<file path="config.mk">
export PLATFORM = sky130hd
export DESIGN_NAME = memreq_port
export DESIGN_NICKNAME = d
export VERILOG_FILES = /design/src/rtl/memreq_pkg.sv /design/src/rtl/cmd_fifo.sv /design/src/rtl/tag_alloc.sv /design/src/rtl/resp_fwd.sv /design/src/rtl/memreq_port.sv
export SDC_FILE = /design/constraint.sdc
export NUM_CORES = 1
export LEC_CHECK = 0
export BUFFER_PORTS_ARGS = -buffer_cell sky130_fd_sc_hd__buf_2
export CORE_ASPECT_RATIO = 0.75
export CORE_MARGIN = 2
export CORE_UTILIZATION = 53
export DETAILED_ROUTE_END_ITERATION = 7
export PLACE_DENSITY = 0.76
export SLEW_MARGIN = 20
export SYNTH_ARGS = -nofsm -noshare
export SYNTH_HDL_FRONTEND = slang
export SYNTH_SLANG_ARGS = --single-unit
export TNS_END_PERCENT = 5
</file>
<file path="constraint.sdc">
create_clock -name clk -period 7.3 [get_ports clk]
set_clock_uncertainty 0.2 [all_clocks]
set_input_delay 0.365 -clock clk [delete_from_list [all_inputs] [get_ports clk]]
set_output_delay 0.365 -clock clk [all_outputs]
set_load 0.005 [all_outputs]
</file>
<file path="src/rtl/memreq_pkg.sv">
package memreq_pkg;

  // bits needed to hold values 0..depth
  function automatic int unsigned count_width(int unsigned depth);
    return $clog2(depth + 1);
  endfunction

  // bits needed to address depth entries (at least one)
  function automatic int unsigned index_width(int unsigned depth);
    return (depth < 2) ? 1 : $clog2(depth);
  endfunction

  // number of distinct tags of a given width
  function automatic int unsigned tag_space(int unsigned w);
    return 1 << w;
  endfunction

  // circular index increment
  function automatic int unsigned wrap_inc(int unsigned v, int unsigned lim);
    return (v == lim - 1) ? 0 : v + 1;
  endfunction

  // almost-empty rule: a single entry remains
  function automatic bit last_one(int unsigned occ);
    return occ == 1;
  endfunction

endpackage

</file>
<file path="src/rtl/cmd_fifo.sv">
module cmd_fifo
  import memreq_pkg::*;
#(
  parameter int unsigned W     = 32,
  parameter int unsigned DEPTH = 8,
  localparam int unsigned CW   = count_width(DEPTH),
  localparam int unsigned PW   = index_width(DEPTH)
) (
  input  logic          clk,
  input  logic          rst_n,
  input  logic          push_valid,
  input  logic [W-1:0]  push_data,
  output logic          push_ready,
  input  logic          pop,
  output logic          head_valid,
  output logic [W-1:0]  head_data,
  output logic [CW-1:0] count,
  output logic          aempty,
  output logic          push_fire,
  output logic          pop_fire
);

  localparam logic [CW-1:0] FULL = CW'(DEPTH);

  logic [W-1:0]  store [DEPTH];
  logic [PW-1:0] wptr, rptr;
  logic [CW-1:0] occ;

  assign push_ready = (occ != FULL);
  assign head_valid = (occ != '0);
  assign push_fire  = push_valid && push_ready;
  assign pop_fire   = pop && head_valid;
  assign head_data  = store[rptr];
  assign count      = occ;
  assign aempty     = last_one(occ);

  always_ff @(posedge clk) begin
    if (push_fire) store[wptr] <= push_data;
  end

  always_ff @(posedge clk) begin
    if (!rst_n) begin
      wptr <= '0;
      rptr <= '0;
      occ  <= '0;
    end else begin
      if (push_fire) wptr <= PW'(wrap_inc(wptr, DEPTH));
      if (pop_fire)  rptr <= PW'(wrap_inc(rptr, DEPTH));
      case ({push_fire, pop_fire})
        2'b10:   occ <= occ + 1'b1;
        2'b01:   occ <= occ - 1'b1;
        default: occ <= occ;
      endcase
    end
  end

endmodule

</file>
<file path="src/rtl/tag_alloc.sv">
module tag_alloc
  import memreq_pkg::*;
#(
  parameter int unsigned TW    = 8,
  parameter bit          LIMIT = 1'b1
) (
  input  logic          clk,
  input  logic          rst_n,
  input  logic          take,
  input  logic          give_back,
  output logic          room,
  output logic [TW-1:0] next_tag,
  output logic [TW:0]   inflight
);

  always_ff @(posedge clk) begin
    if (!rst_n)    next_tag <= '0;
    else if (take) next_tag <= next_tag + 1'b1;
  end

  generate
    if (LIMIT) begin : g_limited
      localparam logic [TW:0] SPACE = (TW + 1)'(tag_space(TW));
      logic [TW:0] busy;

      always_ff @(posedge clk) begin
        if (!rst_n) begin
          busy <= '0;
        end else begin
          case ({take, give_back})
            2'b10:   busy <= busy + 1'b1;
            2'b01:   busy <= (busy != '0) ? busy - 1'b1 : busy;
            default: busy <= busy;
          endcase
        end
      end

      assign room     = (busy != SPACE);
      assign inflight = busy;
    end else begin : g_free
      logic unused_give_back;
      assign unused_give_back = give_back;
      assign room     = 1'b1;
      assign inflight = '0;
    end
  endgenerate

endmodule

</file>
<file path="src/rtl/resp_fwd.sv">
module resp_fwd #(
  parameter int unsigned W = 8
) (
  input  logic         clk,
  input  logic         rst_n,
  input  logic         in_valid,
  input  logic [W-1:0] in_data,
  output logic         out_valid,
  output logic [W-1:0] out_data
);

  always_ff @(posedge clk) begin
    if (!rst_n) begin
      out_valid <= 1'b0;
      out_data  <= '0;
    end else begin
      out_valid <= in_valid;
      if (in_valid) out_data <= in_data;
    end
  end

endmodule

</file>
<file path="src/rtl/memreq_port.sv">
module memreq_port
  import memreq_pkg::*;
#(
  parameter int unsigned ADDR_W   = 16,
  parameter int unsigned DATA_W   = 32,
  parameter int unsigned WTAG_W   = 4,
  parameter int unsigned RTAG_W   = 8,
  parameter int unsigned WQ_DEPTH = 8,
  parameter int unsigned RQ_DEPTH = 8,
  localparam int unsigned WCW     = count_width(WQ_DEPTH),
  localparam int unsigned RCW     = count_width(RQ_DEPTH)
) (
  input  logic              clk,
  input  logic              rst_n,
  input  logic              wr_cmd_valid,
  input  logic [ADDR_W-1:0] wr_cmd_addr,
  input  logic [DATA_W-1:0] wr_cmd_data,
  output logic              wr_cmd_ready,
  output logic [WTAG_W-1:0] wr_next_tag,
  input  logic              rd_cmd_valid,
  input  logic [ADDR_W-1:0] rd_cmd_addr,
  output logic              rd_cmd_ready,
  output logic [RTAG_W-1:0] rd_next_tag,
  output logic              mc_wr_req,
  input  logic              mc_wr_ack,
  output logic [ADDR_W-1:0] mc_wr_addr,
  output logic [DATA_W-1:0] mc_wr_data,
  output logic [WTAG_W-1:0] mc_wr_tag,
  output logic [WCW-1:0]    mc_wr_count,
  output logic              mc_wr_aempty,
  output logic              mc_rd_req,
  input  logic              mc_rd_ack,
  output logic [ADDR_W-1:0] mc_rd_addr,
  output logic [RTAG_W-1:0] mc_rd_tag,
  output logic [RCW-1:0]    mc_rd_count,
  output logic              mc_rd_aempty,
  input  logic              mc_wr_done_valid,
  input  logic [WTAG_W-1:0] mc_wr_done_tag,
  input  logic              mc_rd_data_valid,
  input  logic [DATA_W-1:0] mc_rd_data,
  input  logic [RTAG_W-1:0] mc_rd_data_tag,
  output logic              wr_done_valid,
  output logic [WTAG_W-1:0] wr_done_tag,
  output logic              rd_resp_valid,
  output logic [DATA_W-1:0] rd_resp_data,
  output logic [RTAG_W-1:0] rd_resp_tag
);

  localparam int unsigned WCMD_W = WTAG_W + ADDR_W + DATA_W;
  localparam int unsigned RCMD_W = RTAG_W + ADDR_W;
  localparam int unsigned RRSP_W = RTAG_W + DATA_W;

  // named internal events, observed by the bound checker
  logic              wr_push_fire, wr_pop_fire;
  logic              rd_push_fire, rd_pop_fire;
  logic [RTAG_W:0]   rd_inflight;
  logic [WTAG_W:0]   wr_inflight_unused;
  logic              rd_room, wr_room_unused;
  logic              rd_fifo_ready;
  logic [WCMD_W-1:0] wr_head;
  logic [RCMD_W-1:0] rd_head;
  logic [RRSP_W-1:0] rd_fwd_q;

  // write path
  tag_alloc #(.TW(WTAG_W), .LIMIT(1'b0)) wtag_i (
    .clk       (clk),
    .rst_n     (rst_n),
    .take      (wr_push_fire),
    .give_back (mc_wr_done_valid),
    .room      (wr_room_unused),
    .next_tag  (wr_next_tag),
    .inflight  (wr_inflight_unused)
  );

  cmd_fifo #(.W(WCMD_W), .DEPTH(WQ_DEPTH)) wq_i (
    .clk        (clk),
    .rst_n      (rst_n),
    .push_valid (wr_cmd_valid),
    .push_data  ({wr_next_tag, wr_cmd_addr, wr_cmd_data}),
    .push_ready (wr_cmd_ready),
    .pop        (mc_wr_ack),
    .head_valid (mc_wr_req),
    .head_data  (wr_head),
    .count      (mc_wr_count),
    .aempty     (mc_wr_aempty),
    .push_fire  (wr_push_fire),
    .pop_fire   (wr_pop_fire)
  );

  assign {mc_wr_tag, mc_wr_addr, mc_wr_data} = wr_head;

  resp_fwd #(.W(WTAG_W)) wdone_i (
    .clk       (clk),
    .rst_n     (rst_n),
    .in_valid  (mc_wr_done_valid),
    .in_data   (mc_wr_done_tag),
    .out_valid (wr_done_valid),
    .out_data  (wr_done_tag)
  );

  // read path
  tag_alloc #(.TW(RTAG_W), .LIMIT(1'b1)) rtag_i (
    .clk       (clk),
    .rst_n     (rst_n),
    .take      (rd_push_fire),
    .give_back (mc_rd_data_valid),
    .room      (rd_room),
    .next_tag  (rd_next_tag),
    .inflight  (rd_inflight)
  );

  cmd_fifo #(.W(RCMD_W), .DEPTH(RQ_DEPTH)) rq_i (
    .clk        (clk),
    .rst_n      (rst_n),
    .push_valid (rd_cmd_valid && rd_room),
    .push_data  ({rd_next_tag, rd_cmd_addr}),
    .push_ready (rd_fifo_ready),
    .pop        (mc_rd_ack),
    .head_valid (mc_rd_req),
    .head_data  (rd_head),
    .count      (mc_rd_count),
    .aempty     (mc_rd_aempty),
    .push_fire  (rd_push_fire),
    .pop_fire   (rd_pop_fire)
  );

  assign rd_cmd_ready = rd_fifo_ready && rd_room;
  assign {mc_rd_tag, mc_rd_addr} = rd_head;

  resp_fwd #(.W(RRSP_W)) rresp_i (
    .clk       (clk),
    .rst_n     (rst_n),
    .in_valid  (mc_rd_data_valid),
    .in_data   ({mc_rd_data_tag, mc_rd_data}),
    .out_valid (rd_resp_valid),
    .out_data  (rd_fwd_q)
  );

  assign {rd_resp_tag, rd_resp_data} = rd_fwd_q;

endmodule

</file>
* Yosys cells after proc, flatten, opt, wreduce, memory -nomap -nowiden
Memory sizes are Yosys's and may differ from the RTL's. A register that Yosys moved wholly into a read port is not among the register bits.
Cells that the tools add are included.
** Word-level totals
- Flip-flop bits (word level) :: 87
- Bits in latches :: 0
- Memory bits (writable) :: 608
- Memory bits (read-only) :: 0
- Input port bits :: 116
- Memories :: 2
** Operators by class
- Add/sub/neg operators :: 12
- Multiply operators :: 0
- Div/mod/pow operators :: 0
- Order comparisons :: 0
- Eq/ne operators :: 16
- Shifts and indexed selects :: 0
- Multiplexer cells :: 16
- Bitwise logic cells :: 0
- Reductions and logical operators :: 13
** Memories
- wq_i.store :: depth 8, width 52, read ports 1, clocked after Yosys merged registers in 1, write ports 1, RTL line cmd_fifo.sv:25 : logic [W-1:0] store [DEPTH];
- rq_i.store :: depth 8, width 24, read ports 1, clocked after Yosys merged registers in 1, write ports 1, RTL line cmd_fifo.sv:25
** Operators with widths (number)
- $mux W3 :: 8
- $pmux W9 S2 :: 1
- $pmux W4 S2 :: 2
- $add A3 B1 Y3 const B :: 4
- $add A4 B1 Y4 const B :: 3
- $eq A3 B3 Y1 const B :: 4
- $add A9 B1 Y9 const B :: 1
- $mux W9 :: 1
- $ne A9 B9 Y1 const B :: 1
- $reduce_bool A9 Y1 :: 1
- $sub A9 B1 Y9 const B :: 1
- $add A8 B1 Y8 const B :: 1
- $eq A4 B1 Y1 const B :: 2
- $ne A4 B4 Y1 const B :: 2
- $reduce_bool A4 Y1 :: 2
- $sub A4 B1 Y4 const B :: 2
- $eq A2 B1 Y1 const B :: 3
- $eq A2 B2 Y1 const B :: 3
- $logic_and A1 B1 Y1 :: 6
- $reduce_bool A2 Y1 :: 3
- $mux W1 :: 4
- $ne A2 B1 Y1 const B :: 1
- $reduce_and A2 Y1 :: 1

* Longest topological paths before layout
Gate-level depths: netlist (run 1).
- Depth after elaboration :: 6
- Gate-level depth with buffers :: 12
- Depth with buffers taken out :: 11

* Hierarchy
From an unflattened synthesis (run 1), not the netlist that was laid out.
** Second synthesis, totals
- Cell total of the unflattened synthesis :: 1322
- Area total of the unflattened synthesis :: 27274.9 um^2
** By module, submodules not included
- cmd_fifo at wq_i :: times used 1, cells each 682, area an instance 16325.7 um^2
- cmd_fifo at rq_i :: times used 1, cells each 357, area an instance 7957.6 um^2
- resp_fwd at rresp_i :: times used 1, cells each 131, area an instance 1584.0 um^2
- tag_alloc at rtag_i :: times used 1, cells each 111, area an instance 982.2 um^2
- tag_alloc at wtag_i :: times used 1, cells each 24, area an instance 229.0 um^2
- resp_fwd at wdone_i :: times used 1, cells each 15, area an instance 183.9 um^2
- memreq_port :: times used 1, cells each 2, area an instance 12.5 um^2

* Least setup slack after synthesis (run 1)
OpenSTA, ideal clock, no wires.
- Path kind :: reg2reg
- Start :: register wq_i.occ[0], in the netlist wq_i.count[0]
- End :: memory wq_i.store[0][0] (netlist name) (enable)
- Setup time :: 0.590 ns
- Arrival time :: 6.351 ns
- Path slack :: 0.159 ns
- Stages on the path, launching flop included :: 9
- Buffers on the path :: 2
- Cells stage by stage :: dfxtp_1 inv_1 ha_1 nand3b_1 and2_1 clkbuf_1 inv_1 clkbuf_1 nor4_1
** Between the ends
- Word-level cells in the longest chain between the ends :: 4
** Ends and longest elaborated chain
- from (decl) :: RTL line cmd_fifo.sv:27 : logic [CW-1:0] occ;
- from (signal assigned) :: RTL line cmd_fifo.sv:50 : 2'b10: occ <= occ + 1'b1;
- from (signal assigned) :: RTL line cmd_fifo.sv:51 : 2'b01: occ <= occ - 1'b1;
- $ne A4 B4 Y1 :: RTL line cmd_fifo.sv:29 : assign push_ready = (occ != FULL);
- net wr_cmd_ready :: RTL line memreq_port.sv:18 : output logic wr_cmd_ready,
- $logic_and A1 B1 Y1 :: RTL line cmd_fifo.sv:31 : assign push_fire = push_valid && push_ready;
- $mux W1 :: RTL line cmd_fifo.sv:38 : if (push_fire) store[wptr] <= push_data;
- $mux W1 (not written as such) :: RTL line cmd_fifo.sv:38
- to (decl) :: RTL line cmd_fifo.sv:25
The timed path passes the listed nets, and every way through them passes these cells.

==> summary.md, run 1 <==
| Metric | Value |
|---|---|
| Mean post-synth cell area | 20.31 sq um |
| Horiz. Die Dim | 264.6 um |
| FMAX | 262.1 MHz |
| Power Total | 0.009711 W |
| Setup TNS | 0 ns |
| Largest net degree at the start of global routing | 93 |
| Area after DPL | 29140 sq um |
| Register area share after synthesis | 0.7453 |
| Family with the most delay on the worst path | buffers and inverters |
| Syn nets | 1464 |
| Cells along the critical path | buf_4 > mux4_2 > mux2_2 > buf_2 |
| Worst path arrival time | 3.25 ns |
| Post-synth EDFFs | 608 |
| Die ar. | 52780 sq um |
| PwrDens | 300.3 nW/um^2 |
| Total GRT Usage | 0.2081 |
| P_leak | 11.11 nW |
| Post-synthesis mux area share | 0.1782 |
| Synth Area in Simple Gates | 0.04014 |
| Sequential cell area | 20130 sq um |
| XOR/XNOR share of the synthesized area | 0.005840 |
| Status | finished, final reports clean |
| Final setup violation count | 0 |
| Routed vias/inst | 5.627 |
| Max FO, Critical Path | 42 |
| #FFs+latches synth | 701 |
| Post-route ant nets | 0 |
| CP Buf/Inv Count | 2 |
| Final Cell Area | 32340 sq um |
| Post-Syn Area | 27000 sq um |
| Relative slew slack | 0.3437 |
| Max cap viols | 0 |
| Final HPWL DP | 28.74 mm |
| Final Hold Vio Count | 0 |
| Synthesized-area fraction occupied by adder cells | 0.008806 |
| Worst setup EP type | output pin |
| Site row count | 71 |
| Post-CTS Setup Bufs | 0 |
| Layout cells sized above 1 | 0.3571 |
| 1st-iter DRT viols | 924 |
| Largest area contributor in the netlist | edfxtp_1 |
| Max incr delay on CP | 0.77 ns |
| H-tree levels | 3 |
| Slowest-stage cell, CP | buf_4 |
| Slew Viols, Final | 0 |
| TritonCTS buffer count | 66 |
| Crit start category | flop |
| Cell count after synthesis | 1329 |
| Initial Util | 0.5379 |
| Die Y | 199.5 um |
| CTS tree | yes |
| # port buffers | 263 |
| Maximum root-to-sink buffer count | 3 |
| Period Utilization, post-route | 0.5227 |
| Clock transition at path regs | 0.06 ns |
| Synth top area cells | edfxtp_1 68%, mux4_2 13%, dfxtp_1 6.9% |
| Compound-Gate Fraction of Synth Area | 0.01006 |
| Clock Sinks | 701 |
| # DRC | 0 |
| Routed vias | 13.72k |
| Initial antenna violation count | 1 |
| Gr ovfl total | 0 |
| Clk root buf | clkbuf_16 |
| Worst path required time | 6.73 ns |
| YS warnings | 0 |
| Top_reg_cell synth | edfxtp_1 |
| Crit path kind | flop to output pin |
| Worst-Margin Slew | 0.9845 ns |
| Routed WL | 53.86 mm |
| First-pass GRT wire length | 82.74 mm |
| Post_cts resized | 0 |
| Yosys top cell area share | 0.6763 |
| 1st-pass router iterations | 5 |
| Nets | 1866 |
| Clk_lat worst skew | 0.59 ns |
| Area of the multi-input gates | 6648 sq um |
| RSZ-0062 raised after global routing | false |
| Routability cong. | 0.7765 |
| Unique cell type count in the Yosys netlist | 46 |
| Vias in the first global route | 14.25k |
| Area grow syn2layout | 19.80% |
| Top-level port count | 264 |
| FFs w/ async S/R, synth | 0 |
| Average wire per standard cell | 22.08 um |
| Largest family of logic cells by synthesized area | multiplexers |
| Fin crit period | 3.816 ns |
| # fillers | 3249 |
| Core area | 50190 sq um |
| Min-Delay Path Class | input port to flop |
| VDD IR-drop max | 226.8 uV |
Yosys cell counts, types with 15 or more instances:
cell and count:
ha_1 19, dfxtp_1 93, mux4_2 152, mux2i_1 53, clkbuf_1 37, mux2_2 76
nor3_1 15, buf_1 21, and2_1 21, nand2_1 42, edfxtp_1 608, nor2b_1 50
routing by layer:
| metal | vias to the layer above | wire, um | GRT usage |
|---|---|---|---|
| met3 | 86 | 2748 | 0.04707 |
| met1 | 7136 | 23180 | 0.2843 |
| met4 | 0 | 1165 | 0.06376 |
| met2 | 345 | 26770 | 0.3388 |
| li1 | 6157 | - | - |
| met5 | - | 0 | 0 |
stage by stage:
step                cells  worst slack, ns    util  hold slack, ns
floorplan            1329           0.1589       -          0.2512
global placement     2206            3.946  0.5806          0.2729
detailed placement   2206            3.851  0.5806          0.2895
CTS                  2438            3.335  0.6443         0.05627
global route         2439            3.173  0.6444          0.1033
finish               2439            3.484  0.6444         0.09171
where the power goes:
group | total (W) | switching [W] | leakage (nW) | internal, W
registers | 0.00478 | 0.000222 | 6.32 | 0.00456
logic | 0.00165 | 0.000728 | 3.79 | 0.000917
clock network | 0.00328 | 0.00143 | 0.999 | 0.00186
total | 0.00971 | 0.00238 | 11.1 | 0.00733
layout by cell type (no fill, tap or decap), types with 19 or more instances in the layout:
master	Yosys	routed
dfxtp_1	93	88
mux4_2	152	152
dlygate4sd3_1	0	114
ha_1	19	19
clkbuf_16	0	67
edfxtp_1	608	608
mux2_2	76	76
nand2_1	42	42
and2_1	21	21
buf_2	7	263
nor2b_1	50	50
clkbuf_1	37	23
mux2i_1	53	53
buf_4	0	24
state kept, by name (all words and copies together) (netlist names), named ones only:
| signal | cells |
|---|---|
| rq_i.rptr | 3 |
| rq_i.store | 192 |
| rtag_i.next_tag | 8 |
| rq_i.wptr | 3 |
| wdone_i.out_valid | 1 |
| rtag_i.inflight | 9 |
| rresp_i.out_data | 40 |
| wq_i.store | 416 |
| rq_i.count | 4 |
| wq_i.rptr | 3 |
| wq_i.wptr | 3 |
| wq_i.count | 4 |
| rresp_i.out_valid | 1 |
| wdone_i.out_data | 4 |
| wtag_i.next_tag | 4 |
worst reg2reg max path: stages (launching register included):
cell and delay, ns:
dfxtp_1 0.38, or4_4 0.60, nor4b_4 0.34, o21ai_2 0.20, xnor2_1 0.22, ha_1 0.25
or4_1 0.46, or4_1 0.44, a21oi_2 0.15, mux2i_1 0.18
cell type report:
cell class / instances / area share
Multi-Input combinational cell: 550 / 0.2055
Clock inverter: 28 / 0.009130
Sequential cell: 701 / 0.6225
Tap cell: 657 / 0.02542
Timing Repair Buffer: 401 / 0.08155
Antenna cell: 1 / 0.00007737
Inverter: 11 / 0.001277
Clock buffer: 90 / 0.05451
path summary, 6_finish.rpt:
check | startpoint | endpoint | slack, ns | cells past startpoint
setup / recovery | flop | mc_wr_data[3] | 3.48 | 4
hold / removal | rd_cmd_valid | rtag_i.inflight[7]$_SDFFE_PN0P_ | 0.09 | 4
hold reg to reg | rtag_i.inflight[6]$_SDFFE_PN0P_ | rtag_i.inflight[6]$_SDFFE_PN0P_ | 0.30 | 2
setup reg to reg | rtag_i.inflight[4]$_SDFFE_PN0P_ | rtag_i.inflight[6]$_SDFFE_PN0P_ | 3.80 | 9
what timing repair did:
item                                    in CTS  in global routing
endpoints found under the setup margin       0                  0
hold buffers                               114                  0
endpoints found under the hold margin      565                  0
cells by family after synthesis:
| group | count (synthesis) |
|---|---|
| adders and majority gates | 19 |
| AOI/OAI and AO/OA | 41 |
| and+or+nand+nor | 191 |
| xor gates and xnor gates | 18 |
| muxes | 281 |
| DFF | 701 |
| buffers and inverters | 78 |
No activity file was read; power rests on OpenSTA's default activity.
==> run 2: changes to the inputs <==
==> constraint.sdc (replaced) <==
create_clock -name clk -period 3.4 [get_ports clk]
set_clock_uncertainty 0.2 [all_clocks]
set_input_delay 0.17 -clock clk [delete_from_list [all_inputs] [get_ports clk]]
set_output_delay 0.17 -clock clk [all_outputs]
set_load 0.005 [all_outputs]
==> run 2 against run 1 <==
Compared with the run above:
- die area did not move
- final area rose by 1.5%
- via count rose by 0.76%
- non-clock buffer count rose by 23
- routed wire length rose by 1.8%
- combinational power rose by 130%
- register-to-register slack got worse by 3.6 ns
- critical endpoint is now rtag_i.inflight[6]$_SDFFE_PN0P_
- global-route usage rose by 0.32 points
- largest power group unchanged
==> summary.md, run 2 (synthesis results as in run 1) <==
| Metric | Value |
|---|---|
| Status | finished, final reports clean |
| Final worst slack | 0.1568 ns (-3.327 ns) |
| Crit path kind | flop to flop |
| Period Utilization, post-route | 0.9539 |
| First-pass GRT wire length | 83.77 mm (+1.2%) |
| Total GRT Usage | 0.2112 (+0.003156) |
| Ant diodes | 0 (-1) |
| Fin crit period | 3.243 ns |
| Clock transition at path regs | 0.06 ns (about the same) |
| PwrDens | 639.1 nW/um^2 (+110%) |
| Cell Int Power | 0.01579 W (+120%) |
| Commonest non-fill, non-tap cell in the layout | edfxtp_1 |
| Initial Util | 0.5379 (unchanged) |
| Vias in the first global route | 14.55k (+2.1%) |
| TritonCTS buffer count | 66 (unchanged) |
| Power share of the combinational group | 0.183 (+0.014) |
| # fillers | 3281 (+0.98%) |
| Routed vias | 13.83k (+0.76%) |
| Largest register FFs | 416 (unchanged) |
| Average wire per standard cell | 22.28 um (+0.90%) |
| VDD IR-drop max | 568.5 uV (+150%) |
| Worst setup EP type | flop |
| Final Hold Vio Count | 0 (unchanged) |
| Core area | 50190 sq um (unchanged) |
| Routability cong. | 0.7728 (-0.48%) |
| Gr ovfl total | 0 (unchanged) |
| Routed vias/inst | 5.621 (-0.10%) |
| Nets | 1889 (+1.2%) |
| Sw Ratio | 0.2469 (+0.002155) |
| Worst path arrival time | 3.56 ns (+0.31 ns) |
| Routed WL | 54.82 mm (+1.8%) |
| Clock share of power | 0.333 (-0.005) |
| Slew Viols, Final | 0 (unchanged) |
| Switching power | 0.005179 W (+120%) |
| Post-route ant nets | 0 (unchanged) |
| Clk_lat worst skew | 0.60 ns (about the same) |
| Min-Delay Path Class | input port to flop |
| Worst path required time | 3.72 ns (-3.01 ns) |
| Die ar. | 52780 sq um (unchanged) |
| Max cap viols | 0 (unchanged) |
| Final HPWL DP | 30.51 mm (+6.2%) |
| Largest net degree at the start of global routing | 105 (+13%) |
| Clock Sinks | 701 (unchanged) |
| Sequential cell area | 20140 sq um (about the same) |
| Max FO, Critical Path | 9 (-79%) |
| Crit start category | flop |
| Initial antenna violation count | 0 (-1) |
| Area grow syn2layout | 21.55% |
| # port buffers | 263 (unchanged) |
| CTS tree | yes |
| Maximum root-to-sink buffer count | 3 (unchanged) |
| FMAX | 308.3 MHz |
| P_leak | 11.27 nW (+1.5%) |
| Site row count | 71 (unchanged) |
| Pre-CTS WS | 0.1704 ns (-3.681 ns) |
| Layout cells sized above 1 | 0.3666 (+0.009508) |
| Flop pwr share | 0.484 (-0.009) |
| Final setup violation count | 0 (unchanged) |
| Area of the multi-input gates | 6698 sq um (+0.75%) |
| # DRC | 0 (unchanged) |
| 1st-pass router iterations | 4 (-1) |
| 1st-iter DRT viols | 1008 (+9.1%) |
| Top Registers | wq_i.store: 416 flops, rq_i.store: 192 flops, rresp_i.out_data: 40 flops |
| RSZ-0062 raised after global routing | false |
| Post_cts resized | 0 (unchanged) |
| Top-level port count | 264 (unchanged) |
| Relative slew slack | 0.4094 (+0.06576) |
| H-tree levels | 3 (unchanged) |
| Reg with most FFs | wq_i.store |
| Most frequent cells in the layout | 608 x edfxtp_1, 263 x buf_2, 152 x mux4_2 |
| Power Total | 0.02097 W (+120%) |
| Horiz. Die Dim | 264.6 um (unchanged) |
| Worst-Margin Slew | 0.8859 ns (-0.09865 ns) |
| Clk root buf | clkbuf_16 |
| Die Y | 199.5 um (unchanged) |
run 2: metal layers:
| metal | GRT usage | routed length, um | vias up |
|---|---|---|---|
| met4 | 0.08039 | 1721 | 0 |
| met3 | 0.03758 | 2734 | 104 |
| met5 | 0 | 0 | - |
| met1 | 0.2863 | 23480 | 7124 |
| li1 | - | - | 6195 |
| met2 | 0.3473 | 26880 | 405 |
run 2: timing repair:
item | 4_1_cts | 5_1_grt
setup buffers | 0 | 1
endpoints found under the setup margin | 0 | 1
hold buffers | 119 | 0
endpoints found under the hold margin | 575 | 0
run 2: final timing paths:
| check | startpoint | to | slack (ns) | cells after the start |
|---|---|---|---|---|
| setup / recovery | rtag_i.inflight[4]$_SDFFE_PN0P_ | rtag_i.inflight[6]$_SDFFE_PN0P_ | 0.16 | 9 |
| hold / removal | rst_n | rtag_i.inflight[2]$_SDFFE_PN0P_ | 0.06 | 3 |
| setup reg to reg | rtag_i.inflight[4]$_SDFFE_PN0P_ | rtag_i.inflight[6]$_SDFFE_PN0P_ | 0.16 | 9 |
| hold reg to reg | rtag_i.inflight[6]$_SDFFE_PN0P_ | rtag_i.inflight[6]$_SDFFE_PN0P_ | 0.31 | 2 |
run 2: through the flow:
| stage | hold WS, ns | instance area, sq um | std cells | utilization | TNS, ns |
|---|---|---|---|---|---|
| 3_5_place_dp | 0.2362 | 29580 | 2223 | 0.5893 | 0 |
| 5_1_grt | 0.09051 | 32810 | 2460 | 0.6538 | 0 |
| 4_1_cts | 0.02405 | 32810 | 2459 | 0.6536 | 0 |
| 3_3_place_gp | 0.2247 | 29580 | 2223 | 0.5893 | 0 |
| 2_1_floorplan | 0.06887 | 27070 | 1329 | - | -200.78 |
| 6_report | 0.06221 | 32810 | 2460 | 0.6538 | 0 |
run 2: critical path, stage by stage (launching register included):
cell	delay (ns)
dfxtp_1	0.37
or4_4	0.59
nor4b_4	0.30
o21ai_2	0.10
xnor2_1	0.13
ha_1	0.24
or4_1	0.47
or4_1	0.44
a21oi_2	0.15
mux2i_1	0.19
run 2: area by class of cell:
class	instances	area share
inverters	11	0.001258
multi-input cells	550	0.2041
clock buffers	83	0.05323
repair buffers	424	0.09365
clock inverters	34	0.008884
flip-flops and latches	701	0.6138
well taps	657	0.02505
run 2: power groups by stage:
| stage | logic (W) | clock network, W | registers (W) |
|---|---|---|---|
| floorplan | 0.00259 | 0 | 0.0102 |
| global placement | 0.00369 | 0 | 0.0103 |
| detailed placement | 0.00374 | 0 | 0.0103 |
| CTS | 0.00390 | 0.00713 | 0.0102 |
| global route | 0.00418 | 0.00743 | 0.0102 |
| finish | 0.00384 | 0.00697 | 0.0102 |
